`config.mk`:
```
export PLATFORM = sky130hd
export DESIGN_NAME = sbuf_tso_top
export DESIGN_NICKNAME = d
export VERILOG_FILES = /design/src/rtl/sbuf_pkg.sv /design/src/rtl/sbuf_fifo.sv /design/src/rtl/sbuf_resv.sv /design/src/rtl/sbuf_tso_top.sv
export SDC_FILE = /design/constraint.sdc
export NUM_CORES = 1
export LEC_CHECK = 0
export BUFFER_PORTS_ARGS = -buffer_cell sky130_fd_sc_hd__buf_2
export CAP_MARGIN = 40
export CORE_ASPECT_RATIO = 0.6
export CORE_MARGIN = 8
export CORE_UTILIZATION = 42
export CTS_CLUSTER_SIZE = 28
export DETAILED_ROUTE_END_ITERATION = 10
export PLACE_DENSITY = 0.68
export SYNTH_ARGS = -nofsm -noshare
export SYNTH_HDL_FRONTEND = slang
export SYNTH_SLANG_ARGS = --single-unit
```
`constraint.sdc`:
```
create_clock -name clk -period 3.1 [get_ports clk]
set_input_delay 0.31 -clock clk [delete_from_list [all_inputs] [get_ports clk]]
set_output_delay 0.31 -clock clk [all_outputs]
set_load 0.005 [all_outputs]
```
`src/rtl/sbuf_pkg.sv`:
```
package sbuf_pkg;
  typedef enum logic [2:0] {
    OP_LOAD  = 3'd0,
    OP_STORE = 3'd1,
    OP_SYNC  = 3'd2,
    OP_LR    = 3'd3,
    OP_SC    = 3'd4
  } op_t;

  typedef enum logic [2:0] {
    ST_IDLE,
    ST_FLUSH,
    ST_LD_HOLD,
    ST_LD_ISSUE,
    ST_LD_WAIT,
    ST_SC_ISSUE
  } state_t;
endpackage

```
`src/rtl/sbuf_fifo.sv`:
```
// Ordered store queue with a youngest-match lookup across all live entries.
module sbuf_fifo #(
  parameter int DEPTH  = 4,
  parameter int ADDR_W = 16,
  parameter int DATA_W = 32
) (
  input  logic                 clk,
  input  logic                 rst,
  input  logic                 push,
  input  logic [ADDR_W-1:0]    push_addr,
  input  logic [DATA_W-1:0]    push_data,
  input  logic [DATA_W/8-1:0]  push_be,
  input  logic                 pop,
  output logic [ADDR_W-1:0]    head_addr,
  output logic [DATA_W-1:0]    head_data,
  output logic [DATA_W/8-1:0]  head_be,
  output logic                 empty,
  output logic                 full,
  input  logic [ADDR_W-1:0]    look_addr,
  output logic                 fwd_hit,
  output logic                 fwd_full,
  output logic [DATA_W-1:0]    fwd_data
);
  localparam int BE_W = DATA_W / 8;
  localparam int OFS  = $clog2(BE_W);
  localparam int PW   = $clog2(DEPTH);
  localparam int CW   = PW + 1;

  logic [ADDR_W-1:0] addr_q [DEPTH];
  logic [DATA_W-1:0] data_q [DEPTH];
  logic [BE_W-1:0]   be_q   [DEPTH];
  logic [PW-1:0]     rd_ptr, wr_ptr;
  logic [CW-1:0]     cnt;
  logic [BE_W-1:0]   fwd_be;

  always_ff @(posedge clk) begin
    if (push) begin
      addr_q[wr_ptr] <= push_addr;
      data_q[wr_ptr] <= push_data;
      be_q[wr_ptr]   <= push_be;
    end
  end

  always_ff @(posedge clk) begin
    if (rst) begin
      rd_ptr <= '0;
      wr_ptr <= '0;
      cnt    <= '0;
    end else begin
      if (push) wr_ptr <= wr_ptr + 1'b1;
      if (pop)  rd_ptr <= rd_ptr + 1'b1;
      cnt <= cnt + CW'(push) - CW'(pop);
    end
  end

  assign head_addr = addr_q[rd_ptr];
  assign head_data = data_q[rd_ptr];
  assign head_be   = be_q[rd_ptr];
  assign empty     = (cnt == '0);
  assign full      = (cnt == CW'(DEPTH));

  // Scan oldest to youngest; the last live match wins.
  always_comb begin
    fwd_hit  = 1'b0;
    fwd_be   = '0;
    fwd_data = '0;
    for (int i = 0; i < DEPTH; i++) begin
      if (CW'(i) < cnt &&
          addr_q[rd_ptr + PW'(i)][ADDR_W-1:OFS] == look_addr[ADDR_W-1:OFS]) begin
        fwd_hit  = 1'b1;
        fwd_be   = be_q[rd_ptr + PW'(i)];
        fwd_data = data_q[rd_ptr + PW'(i)];
      end
    end
  end

  assign fwd_full = fwd_hit && (&fwd_be);
endmodule

```
`src/rtl/sbuf_resv.sv`:
```
// Single-word reservation, disarmed by a consuming store-conditional or a snoop.
module sbuf_resv #(
  parameter int ADDR_W = 16,
  parameter int OFS    = 2
) (
  input  logic              clk,
  input  logic              rst,
  input  logic              arm,
  input  logic [ADDR_W-1:0] arm_addr,
  input  logic              consume,
  input  logic              snoop_valid,
  input  logic [ADDR_W-1:0] snoop_addr,
  input  logic [ADDR_W-1:0] chk_addr,
  output logic              armed,
  output logic [ADDR_W-1:0] held_addr,
  output logic              match
);
  localparam int WW = ADDR_W - OFS;

  logic [WW-1:0] snoop_w;
  logic          snoop_kill, snoop_arm_kill, snoop_chk_kill;

  assign snoop_w        = snoop_addr[ADDR_W-1:OFS];
  assign snoop_kill     = snoop_valid && armed && (snoop_w == held_addr[ADDR_W-1:OFS]);
  assign snoop_arm_kill = snoop_valid && (snoop_w == arm_addr[ADDR_W-1:OFS]);
  assign snoop_chk_kill = snoop_valid && (snoop_w == chk_addr[ADDR_W-1:OFS]);

  always_ff @(posedge clk) begin
    if (rst) begin
      armed     <= 1'b0;
      held_addr <= '0;
    end else begin
      if (consume || snoop_kill) armed <= 1'b0;
      if (arm) begin
        armed     <= !snoop_arm_kill;
        held_addr <= arm_addr;
      end
    end
  end

  assign match = armed && (held_addr[ADDR_W-1:OFS] == chk_addr[ADDR_W-1:OFS])
                 && !snoop_chk_kill;
endmodule

```
`src/rtl/sbuf_tso_top.sv`:
```
module sbuf_tso_top
  import sbuf_pkg::*;
#(
  parameter int ADDR_W = 16,
  parameter int DATA_W = 32,
  parameter int DEPTH  = 4
) (
  input  logic                 clk,
  input  logic                 rst,
  input  logic                 req_valid,
  input  logic [2:0]           req_op,
  input  logic [ADDR_W-1:0]    req_addr,
  input  logic [DATA_W-1:0]    req_wdata,
  input  logic [DATA_W/8-1:0]  req_be,
  output logic                 req_ready,
  output logic                 rsp_valid,
  output logic [DATA_W-1:0]    rsp_rdata,
  output logic                 rsp_sc_ok,
  output logic                 mem_req_valid,
  output logic                 mem_we,
  output logic [ADDR_W-1:0]    mem_addr,
  output logic [DATA_W-1:0]    mem_wdata,
  output logic [DATA_W/8-1:0]  mem_be,
  input  logic                 mem_ready,
  input  logic                 mem_rvalid,
  input  logic [DATA_W-1:0]    mem_rdata,
  input  logic                 snoop_valid,
  input  logic [ADDR_W-1:0]    snoop_addr
);
  localparam int BE_W = DATA_W / 8;
  localparam int OFS  = $clog2(BE_W);

  state_t            state;
  op_t               cur_op, in_op;
  logic [ADDR_W-1:0] cur_addr;
  logic [DATA_W-1:0] cur_data;
  logic [BE_W-1:0]   cur_be;

  logic              accept, push, pop, core_port;
  logic              buf_empty, buf_full, fwd_hit, fwd_full;
  logic [DATA_W-1:0] fwd_data, head_data;
  logic [ADDR_W-1:0] head_addr;
  logic [BE_W-1:0]   head_be;
  logic              resv_arm, resv_consume, resv_match, resv_valid;
  logic [ADDR_W-1:0] resv_addr;

  assign in_op     = op_t'(req_op);
  assign req_ready = (state == ST_IDLE) && !(in_op == OP_STORE && buf_full);
  assign accept    = req_valid && req_ready;
  assign push      = accept && (in_op == OP_STORE);

  // The core's own read or conditional write owns the port ahead of draining.
  assign core_port     = (state == ST_LD_ISSUE) || (state == ST_SC_ISSUE);
  assign mem_req_valid = core_port || !buf_empty;
  assign mem_we        = core_port ? (state == ST_SC_ISSUE) : 1'b1;
  assign mem_addr      = core_port ? cur_addr : head_addr;
  assign mem_wdata     = core_port ? cur_data : head_data;
  assign mem_be        = core_port ? ((state == ST_LD_ISSUE) ? '1 : cur_be) : head_be;
  assign pop           = !core_port && !buf_empty && mem_ready;

  sbuf_fifo #(.DEPTH(DEPTH), .ADDR_W(ADDR_W), .DATA_W(DATA_W)) u_fifo (
    .clk(clk), .rst(rst),
    .push(push), .push_addr(req_addr), .push_data(req_wdata), .push_be(req_be),
    .pop(pop),
    .head_addr(head_addr), .head_data(head_data), .head_be(head_be),
    .empty(buf_empty), .full(buf_full),
    .look_addr(req_addr), .fwd_hit(fwd_hit), .fwd_full(fwd_full), .fwd_data(fwd_data)
  );

  assign resv_arm     = (state == ST_LD_WAIT) && mem_rvalid && (cur_op == OP_LR);
  assign resv_consume = (state == ST_FLUSH) && buf_empty && (cur_op == OP_SC);

  sbuf_resv #(.ADDR_W(ADDR_W), .OFS(OFS)) u_resv (
    .clk(clk), .rst(rst),
    .arm(resv_arm), .arm_addr(cur_addr), .consume(resv_consume),
    .snoop_valid(snoop_valid), .snoop_addr(snoop_addr), .chk_addr(cur_addr),
    .armed(resv_valid), .held_addr(resv_addr), .match(resv_match)
  );

  always_ff @(posedge clk) begin
    if (rst) begin
      state     <= ST_IDLE;
      cur_op    <= OP_LOAD;
      cur_addr  <= '0;
      cur_data  <= '0;
      cur_be    <= '0;
      rsp_valid <= 1'b0;
      rsp_rdata <= '0;
      rsp_sc_ok <= 1'b0;
    end else begin
      rsp_valid <= 1'b0;
      case (state)
        ST_IDLE: if (accept) begin
          cur_op   <= in_op;
          cur_addr <= req_addr;
          cur_data <= req_wdata;
          cur_be   <= req_be;
          case (in_op)
            OP_STORE: ;
            OP_LOAD: begin
              if (fwd_full) begin
                rsp_valid <= 1'b1;
                rsp_rdata <= fwd_data;
                rsp_sc_ok <= 1'b0;
              end else if (fwd_hit) begin
                state <= ST_LD_HOLD;
              end else begin
                state <= ST_LD_ISSUE;
              end
            end
            default: state <= ST_FLUSH;
          endcase
        end
        ST_FLUSH: if (buf_empty) begin
          case (cur_op)
            OP_LR: state <= ST_LD_ISSUE;
            OP_SC: begin
              if (resv_match) begin
                state <= ST_SC_ISSUE;
              end else begin
                rsp_valid <= 1'b1;
                rsp_sc_ok <= 1'b0;
                state     <= ST_IDLE;
              end
            end
            default: begin
              rsp_valid <= 1'b1;
              rsp_sc_ok <= 1'b0;
              state     <= ST_IDLE;
            end
          endcase
        end
        ST_LD_HOLD:  if (buf_empty) state <= ST_LD_ISSUE;
        ST_LD_ISSUE: if (mem_ready) state <= ST_LD_WAIT;
        ST_LD_WAIT: if (mem_rvalid) begin
          rsp_valid <= 1'b1;
          rsp_rdata <= mem_rdata;
          rsp_sc_ok <= 1'b0;
          state     <= ST_IDLE;
        end
        ST_SC_ISSUE: if (mem_ready) begin
          rsp_valid <= 1'b1;
          rsp_sc_ok <= 1'b1;
          state     <= ST_IDLE;
        end
        default: state <= ST_IDLE;
      endcase
    end
  end
endmodule

```
# --- Word level (Yosys, flattened, before mapping) ---
# Memory sizes are Yosys's and may differ from the RTL's. A register that Yosys moved wholly into a read port is not among the register bits.
# Index checks and enable logic that the tools add are counted.
word_totals:
  register_bits: 116
  mem_bits_rw: 208
  in_bits: 109
  out_inout_bits: 89
  wordCells: 154
  memories: 3
mem_list:
  columns: ["memory", "words", "word_bits", "rd", "rd_clocked_by_memory_dff", "wr", "line_no", "rtl"]
  rows:
  - ["u_fifo.data_q", 4, 32, 4, 1, 1, "sbuf_fifo.sv:30", "logic [DATA_W-1:0] data_q [DEPTH];"]
  - ["u_fifo.addr_q", 4, 16, 4, 1, 1, "sbuf_fifo.sv:29", "logic [ADDR_W-1:0] addr_q [DEPTH];"]
  - ["u_fifo.be_q", 4, 4, 4, 1, 1, "sbuf_fifo.sv:31", "logic [BE_W-1:0] be_q [DEPTH];"]
classes:
  add_sub_neg: 6
  magnitude_cmp: 4
  eq_ne: 28
  mux: 62
  reduce_logical: 38
ops:
  columns: ["cell", "n"]
  rows:
  - ["32-bit 2-to-1 mux", 9]
  - ["14-bit == test", 7]
  - ["32-bit case mux with 2 select lines", 1]
  - ["1-bit 2-to-1 mux", 24]
  - ["3-bit 2-to-1 mux", 8]
  - ["4-bit 2-to-1 mux", 6]
  - ["1-bit logical AND", 20]
  - ["2-bit != test, second input constant", 9]
  - ["3-bit case mux with 6 select lines", 1]
  - ["16-bit 2-to-1 mux", 1]
  - ["3-bit == test, second input constant", 4]
  - ["2-bit 2-to-1 mux", 6]
  - ["3-bit case mux with 2 select lines", 2]
  - ["3-bit by 2-bit == test with 1-bit output, second input constant", 3]
  - ["3-bit zero test", 3]
  - ["9-bit AND reduction", 1]
  - ["1-bit case mux with 4 select lines", 2]
  - ["8-bit AND reduction", 1]
  - ["3-bit by 1-bit == test with 1-bit output, second input constant", 2]
  - ["1-bit by 3-bit < comparator with 1-bit output, first input constant", 2]
  - ["2-bit by 3-bit < comparator with 1-bit output, first input constant", 2]
  - ["3-bit != test, second input constant", 2]
  - ["5-bit AND reduction", 1]
  - ["2-bit by 1-bit adder with 2-bit output, second input constant", 2]
  - ["other kinds (11)", 19]

# --- Logic depth before layout (Yosys ltp) ---
# Gate-level depths: netlist of run 1.
# An unclocked memory read counts as a cell.
logic_depth:
  ltp_word: 13
  ltp_mapped: 14

# --- Hierarchy ---
# From an unflattened synthesis of run 1, not the netlist that was laid out.
hier_totals:
  cells_unflattened: 1504
  area_unflattened_um2: 19588.8
by_module_without_submodules:
  columns: ["mod", "instances", "cells_each", "area_per_inst_um2", "seq_area_each_um2"]
  rows:
  - ["sbuf_fifo", 1, 852, 13728.2, 6426.2]
  - ["sbuf_tso_top", 1, 520, 4648.2, 1841.8]
  - ["sbuf_resv", 1, 132, 1212.4, 340.3]

# --- Worst setup path before layout of run 1 ---
# No wires, ideal clock.
synth_path:
  path_kind: "reg2reg"
  from: "register state[2]"
  to: "memory u_fifo.addr_q[1][0] (enable)"
  t_arrival_ps: 2612
  path_slack_ps: 73
  stages_incl_launch_ff: 8
  synth_period_minus_slack_ps: 3027
  path_cell_list: "dfxtp_1 clkbuf_1 inv_1 nand2_1 a41oi_1 and3_1 clkbuf_1 and2_1"
synth_via:
  elab_chain_len: 6
synth_rtl:
  columns: ["item", "line_no", "rtl"]
  rows:
  - ["start, declared", "sbuf_tso_top.sv:33", "state_t state;"]
  - ["start signal, assigned", "sbuf_tso_top.sv:82", "state <= ST_IDLE;"]
  - ["start signal, assigned", "sbuf_tso_top.sv:106", "state <= ST_LD_HOLD;"]
  - ["start signal, assigned", "sbuf_tso_top.sv:108", "state <= ST_LD_ISSUE;"]
  - ["3-bit zero test", "sbuf_tso_top.sv:48", "assign req_ready = (state == ST_IDLE) && !(in_op == OP_STORE && buf_full);"]
  - ["1-bit logical AND", "sbuf_tso_top.sv:48", null]
  - ["net req_ready", "sbuf_tso_top.sv:15", "output logic req_ready,"]
  - ["1-bit logical AND", "sbuf_tso_top.sv:49", "assign accept = req_valid && req_ready;"]
  - ["1-bit logical AND", "sbuf_tso_top.sv:50", "assign push = accept && (in_op == OP_STORE);"]
  - ["net push", "sbuf_tso_top.sv:39", "logic accept, push, pop, core_port;"]
  - ["1-bit 2-to-1 mux", "sbuf_fifo.sv:37", "if (push) begin"]
  - ["1-bit 2-to-1 mux (not written as such)", "sbuf_fifo.sv:38", "addr_q[wr_ptr] <= push_addr;"]
  - ["end, declared", "sbuf_fifo.sv:29", null]
# The timed path passes the listed nets, and every way through them passes these cells.

# --- Worst setup path after layout of run 1 ---
layout_path:
  from: "register u_fifo.rd_ptr[0]"
  to: "register rsp_rdata[30]"
layout_via:
  elab_chain_len: 11
  elab_cells_between_ends: 29
  classes_between: "add/sub: 3; eq/ne: 4; mux: 13; reduce/logical: 6; memory: 3"
layout_rtl:
  columns: ["item", "line_no", "rtl"]
  rows:
  - ["start, declared", "sbuf_fifo.sv:32", "logic [PW-1:0] rd_ptr, wr_ptr;"]
  - ["start signal, assigned", "sbuf_fifo.sv:51", "if (pop) rd_ptr <= rd_ptr + 1'b1;"]
  - ["2-bit by 1-bit adder with 2-bit output", "sbuf_fifo.sv:69, sbuf_fifo.sv:71, sbuf_fifo.sv:72", null]
  - ["memory 4 x 16 bit", null, null]
  - ["14-bit == test", "sbuf_fifo.sv:69", "addr_q[rd_ptr + PW'(i)][ADDR_W-1:OFS] == look_addr[ADDR_W-1:OFS]) begin"]
  - ["1-bit logical AND", "sbuf_fifo.sv:68", "if (CW'(i) < cnt &&"]
  - ["4-bit 2-to-1 mux / 32-bit 2-to-1 mux (equally long branches) (3 in series)", "sbuf_fifo.sv:68", null]
  - ["4-bit AND reduction / 32-bit 2-to-1 mux (equally long branches)", "sbuf_fifo.sv:77, sbuf_tso_top.sv:101", null]
  - ["1-bit logical AND / 32-bit 2-to-1 mux (equally long branches)", "sbuf_fifo.sv:77, sbuf_tso_top.sv:98", null]
  - ["2-bit != test (no source line) / 32-bit 2-to-1 mux (equally long branches)", null, null]
  - ["5-bit AND reduction (no source line) / 32-bit case mux with 2 select lines (equally long branches)", null, null]
  - ["end signal, assigned", "sbuf_tso_top.sv:103", "rsp_rdata <= fwd_data;"]
  - ["end signal, assigned", "sbuf_tso_top.sv:137", "rsp_rdata <= mem_rdata;"]
  - ["end, declared", "sbuf_tso_top.sv:17", "output logic [DATA_W-1:0] rsp_rdata,"]
# Parallel ways exist; a longest one is shown, timed or not. The select of a mux whose other input is x is not followed.
# A chain may end at the register's enable or synchronous reset.

==> impl_metrics.yaml, run 1 <==
status:
  status: "finished, violations left"
  violations: "setup timing"
final_layout:
  final_cells: 2388
  final_area_um2: 23000
  mostFrequentLayoutCells: "edfxtp_1, buf_2, mux4_2"
  multiInputGateArea_um2: 10100
  drive_gt1_share_pct: 34.9
  final_common_cell: "edfxtp_1"
  syn_to_final_growth_pct: 20.9
  nFillCells: 3836
  ff_latch_area_um2: 8580
  layout.nets: 1889
clock_network:
  numCtsBuffers: 34
  cts.sinks: 324
  cts.path.max_buffers: 3
  clkTransAtPathRegs_ns: 0.07
  clkLatencyLatePin_ns: 0.55
  htreeDepth: 2
  tritoncts: "done"
  clockRootBuffer: "clkbuf_16"
synth:
  yosys_register_bits: 324
  yosysSeqAreaShare_pct: 45.0
  netlist_instances: 1525
  yosysTopAreaCellShare_pct: 32.8
  yosys-top-cells-area: "edfxtp_1, mux4_2, dfxtp_1"
  synth_edf_count: 208
  synth-main-ff-cell: "edfxtp_1"
  postSynthAreaPerCell_um2: 12.5
  synthArstFlopShare_pct: 0
  syn-num-nets: 1643
  synth_cell_type_count: 60
  yosysWarnings: 0
  netlist_area_um2: 19000
  synth_top_cell_by_area: "edfxtp_1"
drt:
  via_count: 14600
  route.antenna.remaining_nets: 0
  via_per_inst: 6.13
  wl_um: 59200
  drt_first_pass_iters: 5
  drc_errors: 0
  drt_iter0_markers: 1603
  wl_per_cell_um: 24.8
sta:
  period_needed_ns: 3.30
  setup_ws_ns: -0.203
  finalSetupTns_ns: -5.81
  finClkSkew_ns: 0.0291
  final_hold_viol_count: 0
  finalCritPeriodShare_pct: 107
  fmax_ghz: 0.303
  report.final.slew_viol_count: 0
  rsz0062_at_grt: "yes"
  slew_headroom_pct: 41.7
  finalSetupViolations: 34
  tightest_slew_ns: 0.874
floorplanning:
  rows: 60
  die_h_um: 181
  core_um2: 44700
  die_w_um: 291
  start_util_pct: 42.5
  die_area_um2: 52600
  io_pins: 198
global_routing:
  grt-ovfl-total: 0
  grt_pass1_vias: 14500
  grt_max_degree: 67
  antenna_found_initial: 5
  globalRouteTotalUtil_pct: 21.6
  grt_pass1_wl_um: 89300
power:
  p_per_area_nw_per_um2: 667
  power_frac_comb_pct: 39.5
  ir_drop_v: 0.000361
  leakage_uw: 0.00829
  internal_power_uw: 10300
  seq_power_share_pct: 33.0
  p_clk_share_pct: 27.5
  swShare_pct: 32.9
  power.net_switching_uw: 5050
hold_path:
  holdPathStages: 3
  hp-start: "req_op[0]"
  hold_path_class: "in2reg"
  hold_end: "cur_op[0]$_SDFFE_PP0P_"
placed_design:
  globalplace.congestion: 0.914
  portBuffers: 195
  hpwl_um: 39900
  post-place-ws_ns: -0.205
  placedCellCount: 2294
  postPlaceCellArea_um2: 21400
critical_path:
  cp_max_fo: 16
  path_class: "reg2reg"
  r2r_end: "rsp_rdata[30]$_SDFFE_PP0P_"
  reg2regPathDepth: 12
  arrival_ns: 3.75
  worst_ep_required_time_ns: 3.55
  reg2reg_from: "u_fifo.rd_ptr[0]$_SDFFE_PP0P_"
  r2r_setup_slack_ns: -0.20
  crit_path_start_kind: "register"
  crit_path_end_kind: "register"
run:
  drv_cap: 0
## worst max-delay path by stage
stage	endpoint	start	cells after the start
2_1_floorplan	u_fifo.addr_q[1][0]$_DFFE_PP_	state[2]$_SDFFE_PP0P_	7
3_3_place_gp	rsp_sc_ok$_SDFFE_PP0P_	u_fifo.rd_ptr[0]$_SDFFE_PP0P_	10
3_5_place_dp	rsp_rdata[12]$_SDFFE_PP0P_	u_fifo.rd_ptr[0]$_SDFFE_PP0P_	13
4_1_cts	rsp_rdata[27]$_SDFFE_PP0P_	u_fifo.rd_ptr[0]$_SDFFE_PP0P_	13
5_1_grt	rsp_rdata[26]$_SDFFE_PP0P_	u_fifo.rd_ptr[0]$_SDFFE_PP0P_	12
6_report	rsp_rdata[30]$_SDFFE_PP0P_	u_fifo.rd_ptr[0]$_SDFFE_PP0P_	12
## worst max-delay path, cell delays in order (launching register included)
cell      delay (ns)
dfxtp_4         0.40
buf_12          0.15
buf_4           0.12
mux4_2          0.53
xnor2_2         0.16
nand4_1         0.15
or3_4           0.36
buf_4           0.15
o211ai_1        0.31
a311oi_4        0.16
o21ai_4         0.25
buf_12          0.23
mux2i_1         0.22
## Yosys cell counts, types with 33 or more instances
master / instances
o21a_1: 33
edfxtp_1: 208
and2_1: 39
nor2_1: 67
clkbuf_1: 84
mux2i_1: 134
nand2_1: 163
xnor2_1: 77
mux2_2: 51
a21oi_1: 119
dfxtp_1: 116
mux4_2: 166
a221oi_1: 33
## power groups by stage
stage                     Clock [uW]  Sequential, uW  Combinational, uW
final                           4220            5070               6060
after global routing            4460            5100               6520
after CTS                       4300            5070               5960
after detailed placement           0            5160               5850
after global placement             0            5150               5730
after floorplan                    0            5020               4010
## cell families after synthesis
| group | synth area share [%] |
|---|---|
| xor+xnor | 4.10 |
| buf+inv | 3.16 |
| flops | 45.0 |
| fa+ha+maj | 0.631 |
| compound gates | 8.34 |
| simple gates | 8.84 |
| mux | 29.9 |
## metrics by stage
| stage | hold slack [ns] | utilization (%) | power (uW) |
|---|---|---|---|
| after global placement | 0.439 | 47.7 | 10900 |
| after CTS | 0.000410 | 51.0 | 15300 |
| after floorplan | 0.409 | - | 9030 |
| after detailed placement | 0.445 | 47.8 | 11000 |
| final | 0.0191 | 51.4 | 15300 |
| after global routing | 0.00723 | 51.4 | 16100 |
## layout make-up
class	instances	area share, %
multi-input cells	1058	43.8
well taps	589	3.20
diodes	2	0.0218
flip-flops and latches	324	37.3
clock inverters	21	0.946
clock buffers	41	3.95
repair buffers	334	10.5
inverters	19	0.310
## what timing repair did
item / 4_1_cts / 5_1_grt
gates resized for setup: 8 / 27
hold endpoints to repair: 61 / 2
endpoints found under the setup margin: 57 / 38
pin swaps: 3 / 0
cloned: 1 / 0
hold buffers: 18 / 1
buffers inserted: 6 / 4
## per-layer routing
metal	share of wire (%)	track usage, %	wire [um]
met5	0.022	0	13
met4	2.2	5.54	1320
met3	9.5	4.59	5640
met2	45	33.2	26500
met1	43	31.1	25700
## registers in the layout, summed over array words and instances (netlist names), named ones only
signal / count
cur_op: 3
rsp_valid: 1
rsp_rdata: 32
u_resv.armed: 1
state: 3
u_fifo.be_q: 16
u_fifo.data_q: 128
cur_data: 32
cur_addr: 16
u_fifo.cnt: 3
rsp_sc_ok: 1
u_fifo.wr_ptr: 2
u_fifo.rd_ptr: 2
cur_be: 4
u_resv.held_addr: 14
u_fifo.addr_q: 64
Power figures use the tool's default switching activity.
==> inputs of run 2 (changes only) <==
CORE_MARGIN = 3   (was 8)
HOLD_SLACK_MARGIN = 0.12   (was default)
SKIP_CTS_REPAIR_TIMING = 1   (was default)
==> run 2 against run 1 <==
Effect of this change: the run still ends with setup timing left; critical endpoint is now rsp_rdata[14]$_SDFFE_PP0P_; critical path depth shrank 1; largest power group unchanged; clock skew shrank 0.012 ns; setup slack gained 0.025 ns; worst hold slack gained 0.12 ns.
==> impl_metrics.yaml, run 2 (synthesis results as in run 1) <==
critical_path:
  worstSetupEndpoint: "rsp_rdata[14]$_SDFFE_PP0P_"
  critical_path.startpoint: "u_fifo.rd_ptr[0]$_SDFFE_PP0P_"
  cp_max_fo: 17
  crit_cells: 11
  arrival_ns: 3.71
  path_delay_family: "compound AO/OA/AOI/OAI gates"
  cp_num_buf_inv: 3
  reg2reg_from: "u_fifo.rd_ptr[0]$_SDFFE_PP0P_"
  crit_path_end_kind: "register"
  slowest_delay_ns: 0.54
  crit_path_start_kind: "register"
  r2r_end: "rsp_rdata[14]$_SDFFE_PP0P_"
  path_class: "reg2reg"
  reg2regPathDepth: 11
  cp_slowest_cell: "mux4_2"
  worst_ep_required_time_ns: 3.53
  crit_chain: "buf_12, mux4_2, xnor2_2, o211ai_1, or3_4, buf_4, o211ai_1, a311oi_4, o21ai_4, buf_12, mux2i_1"
  r2r_setup_slack_ns: -0.18
drt:
  drt_first_pass_iters: 5
  dr_wl_met2_um: 26100
  wl_per_cell_um: 24.4
  via_per_inst: 6.09
  wl_um: 58700
  route.antenna.remaining_nets: 0
  drc_errors: 0
  via_count: 14600
  wl_met3_um: 5700
  top_layer: "met5"
  drt-met1-wl_um: 25500
  drt_iter0_markers: 1733
placed_design:
  post-place-ws_ns: -0.185
  placedCellCount: 2285
  hpwl_um: 39000
  portBuffers: 195
  postPlaceCellArea_um2: 21400
  globalplace.congestion: 0.907
final_layout:
  drive_gt1_share_pct: 35.1
  reg_top3: "u_fifo.data_q: 128 flops, u_fifo.addr_q: 64 flops"
  final_common_cell: "edfxtp_1"
  largest_register: "u_fifo.data_q"
  largest_register_ff_count: 128
  final_cells: 2404
  layout.nets: 1916
  syn_to_final_growth_pct: 22.1
  mostFrequentLayoutCells: "edfxtp_1, buf_2, mux4_2"
  final_area_um2: 23200
floorplanning:
  io_pins: 198
  die_area_um2: 48000
  core_um2: 44000
  die_h_um: 171
  rows: 59
  start_util_pct: 43.2
  die_w_um: 281
sta:
  slew_headroom_pct: 40.3
  finalSetupTns_ns: -4.19
  report.final.slew_viol_count: 0
  finalCritPeriodShare_pct: 106
  rsz0062_at_grt: "yes"
  fmax_ghz: 0.305
  period_needed_ns: 3.28
  finClkSkew_ns: 0.0171
  tightest_slew_ns: 0.896
  finalSetupViolations: 33
  final_hold_viol_count: 0
  setup_ws_ns: -0.177
global_routing:
  antenna_found_initial: 4
  grt_max_degree: 103
  grt-ovfl-total: 0
  grt_pass1_wl_um: 87100
  grt_pass1_vias: 14200
  globalRouteTotalUtil_pct: 23.9
status:
  status: "finished, violations left"
  violations: "setup timing"
clock_network:
  clkTransAtPathRegs_ns: 0.07
  tritoncts: "done"
  numCtsBuffers: 34
  clkLatencyLatePin_ns: 0.52
  htreeDepth: 2
  cts.sinks: 324
  clockRootBuffer: "clkbuf_16"
  cts.path.max_buffers: 3
power:
  ir_drop_v: 0.000521
  p_per_area_nw_per_um2: 666
  leakage_uw: 0.00840
run:
  drv_cap: 0
hold_path:
  hold_path_class: "in2reg"
[run 2: worst min-delay path by stage]
stage / startpoint / end / cells after the start / slack, ns
floorplan: req_addr[0] / u_fifo.addr_q[0][0]$_DFFE_PP_ / 0 / 0.41
global placement: cur_data[27]$_SDFFE_PP0P_ / cur_data[27]$_SDFFE_PP0P_ / 2 / 0.44
detailed placement: cur_data[19]$_SDFFE_PP0P_ / cur_data[19]$_SDFFE_PP0P_ / 2 / 0.45
CTS: req_wdata[17] / u_fifo.data_q[2][17]$_DFFE_PP_ / 1 / -0.002
global route: req_addr[8] / cur_addr[8]$_SDFFE_PP0P_ / 3 / 0.13
finish: req_addr[8] / cur_addr[8]$_SDFFE_PP0P_ / 3 / 0.14
[run 2: power breakdown]
part | switching (uW) | internal, uW | total [uW]
clock network | 1760 | 2510 | 4260
logic | 3050 | 3110 | 6160
registers | 249 | 4810 | 5060
[run 2: cell type report]
| cell class | instances | area [um2] |
|---|---|---|
| fillers | 3769 | 20800 |
| well taps | 579 | 724 |
| diodes | 2 | 5.00 |
| clock buffers | 42 | 942 |
| multi-input cells | 1058 | 10000 |
| repair buffers | 361 | 2650 |
| clock inverters | 19 | 206 |
| inverters | 19 | 71.3 |
| flip-flops and latches | 324 | 8580 |
[run 2: per-layer routing]
metal,GRT usage [%],up-vias
met1,34.8,7314
met4,7.35,4
met5,0,-
met2,35.5,759
li1,-,6461
met3,5.66,106
[run 2: worst min-delay path: cells and delay by family]
family	cells	cell delay, ns
buf+inv	1	0.17
simple gates	1	0.07
compound gates	1	0.05
[run 2: stage by stage]
step	util, %	power, uW	hold WS [ns]
after global placement	48.4	10900	0.439
after floorplan	-	9030	0.409
after global routing	52.8	16200	0.128
after detailed placement	48.6	11000	0.445
after CTS	51.2	15300	-0.00175
final	52.8	15500	0.136
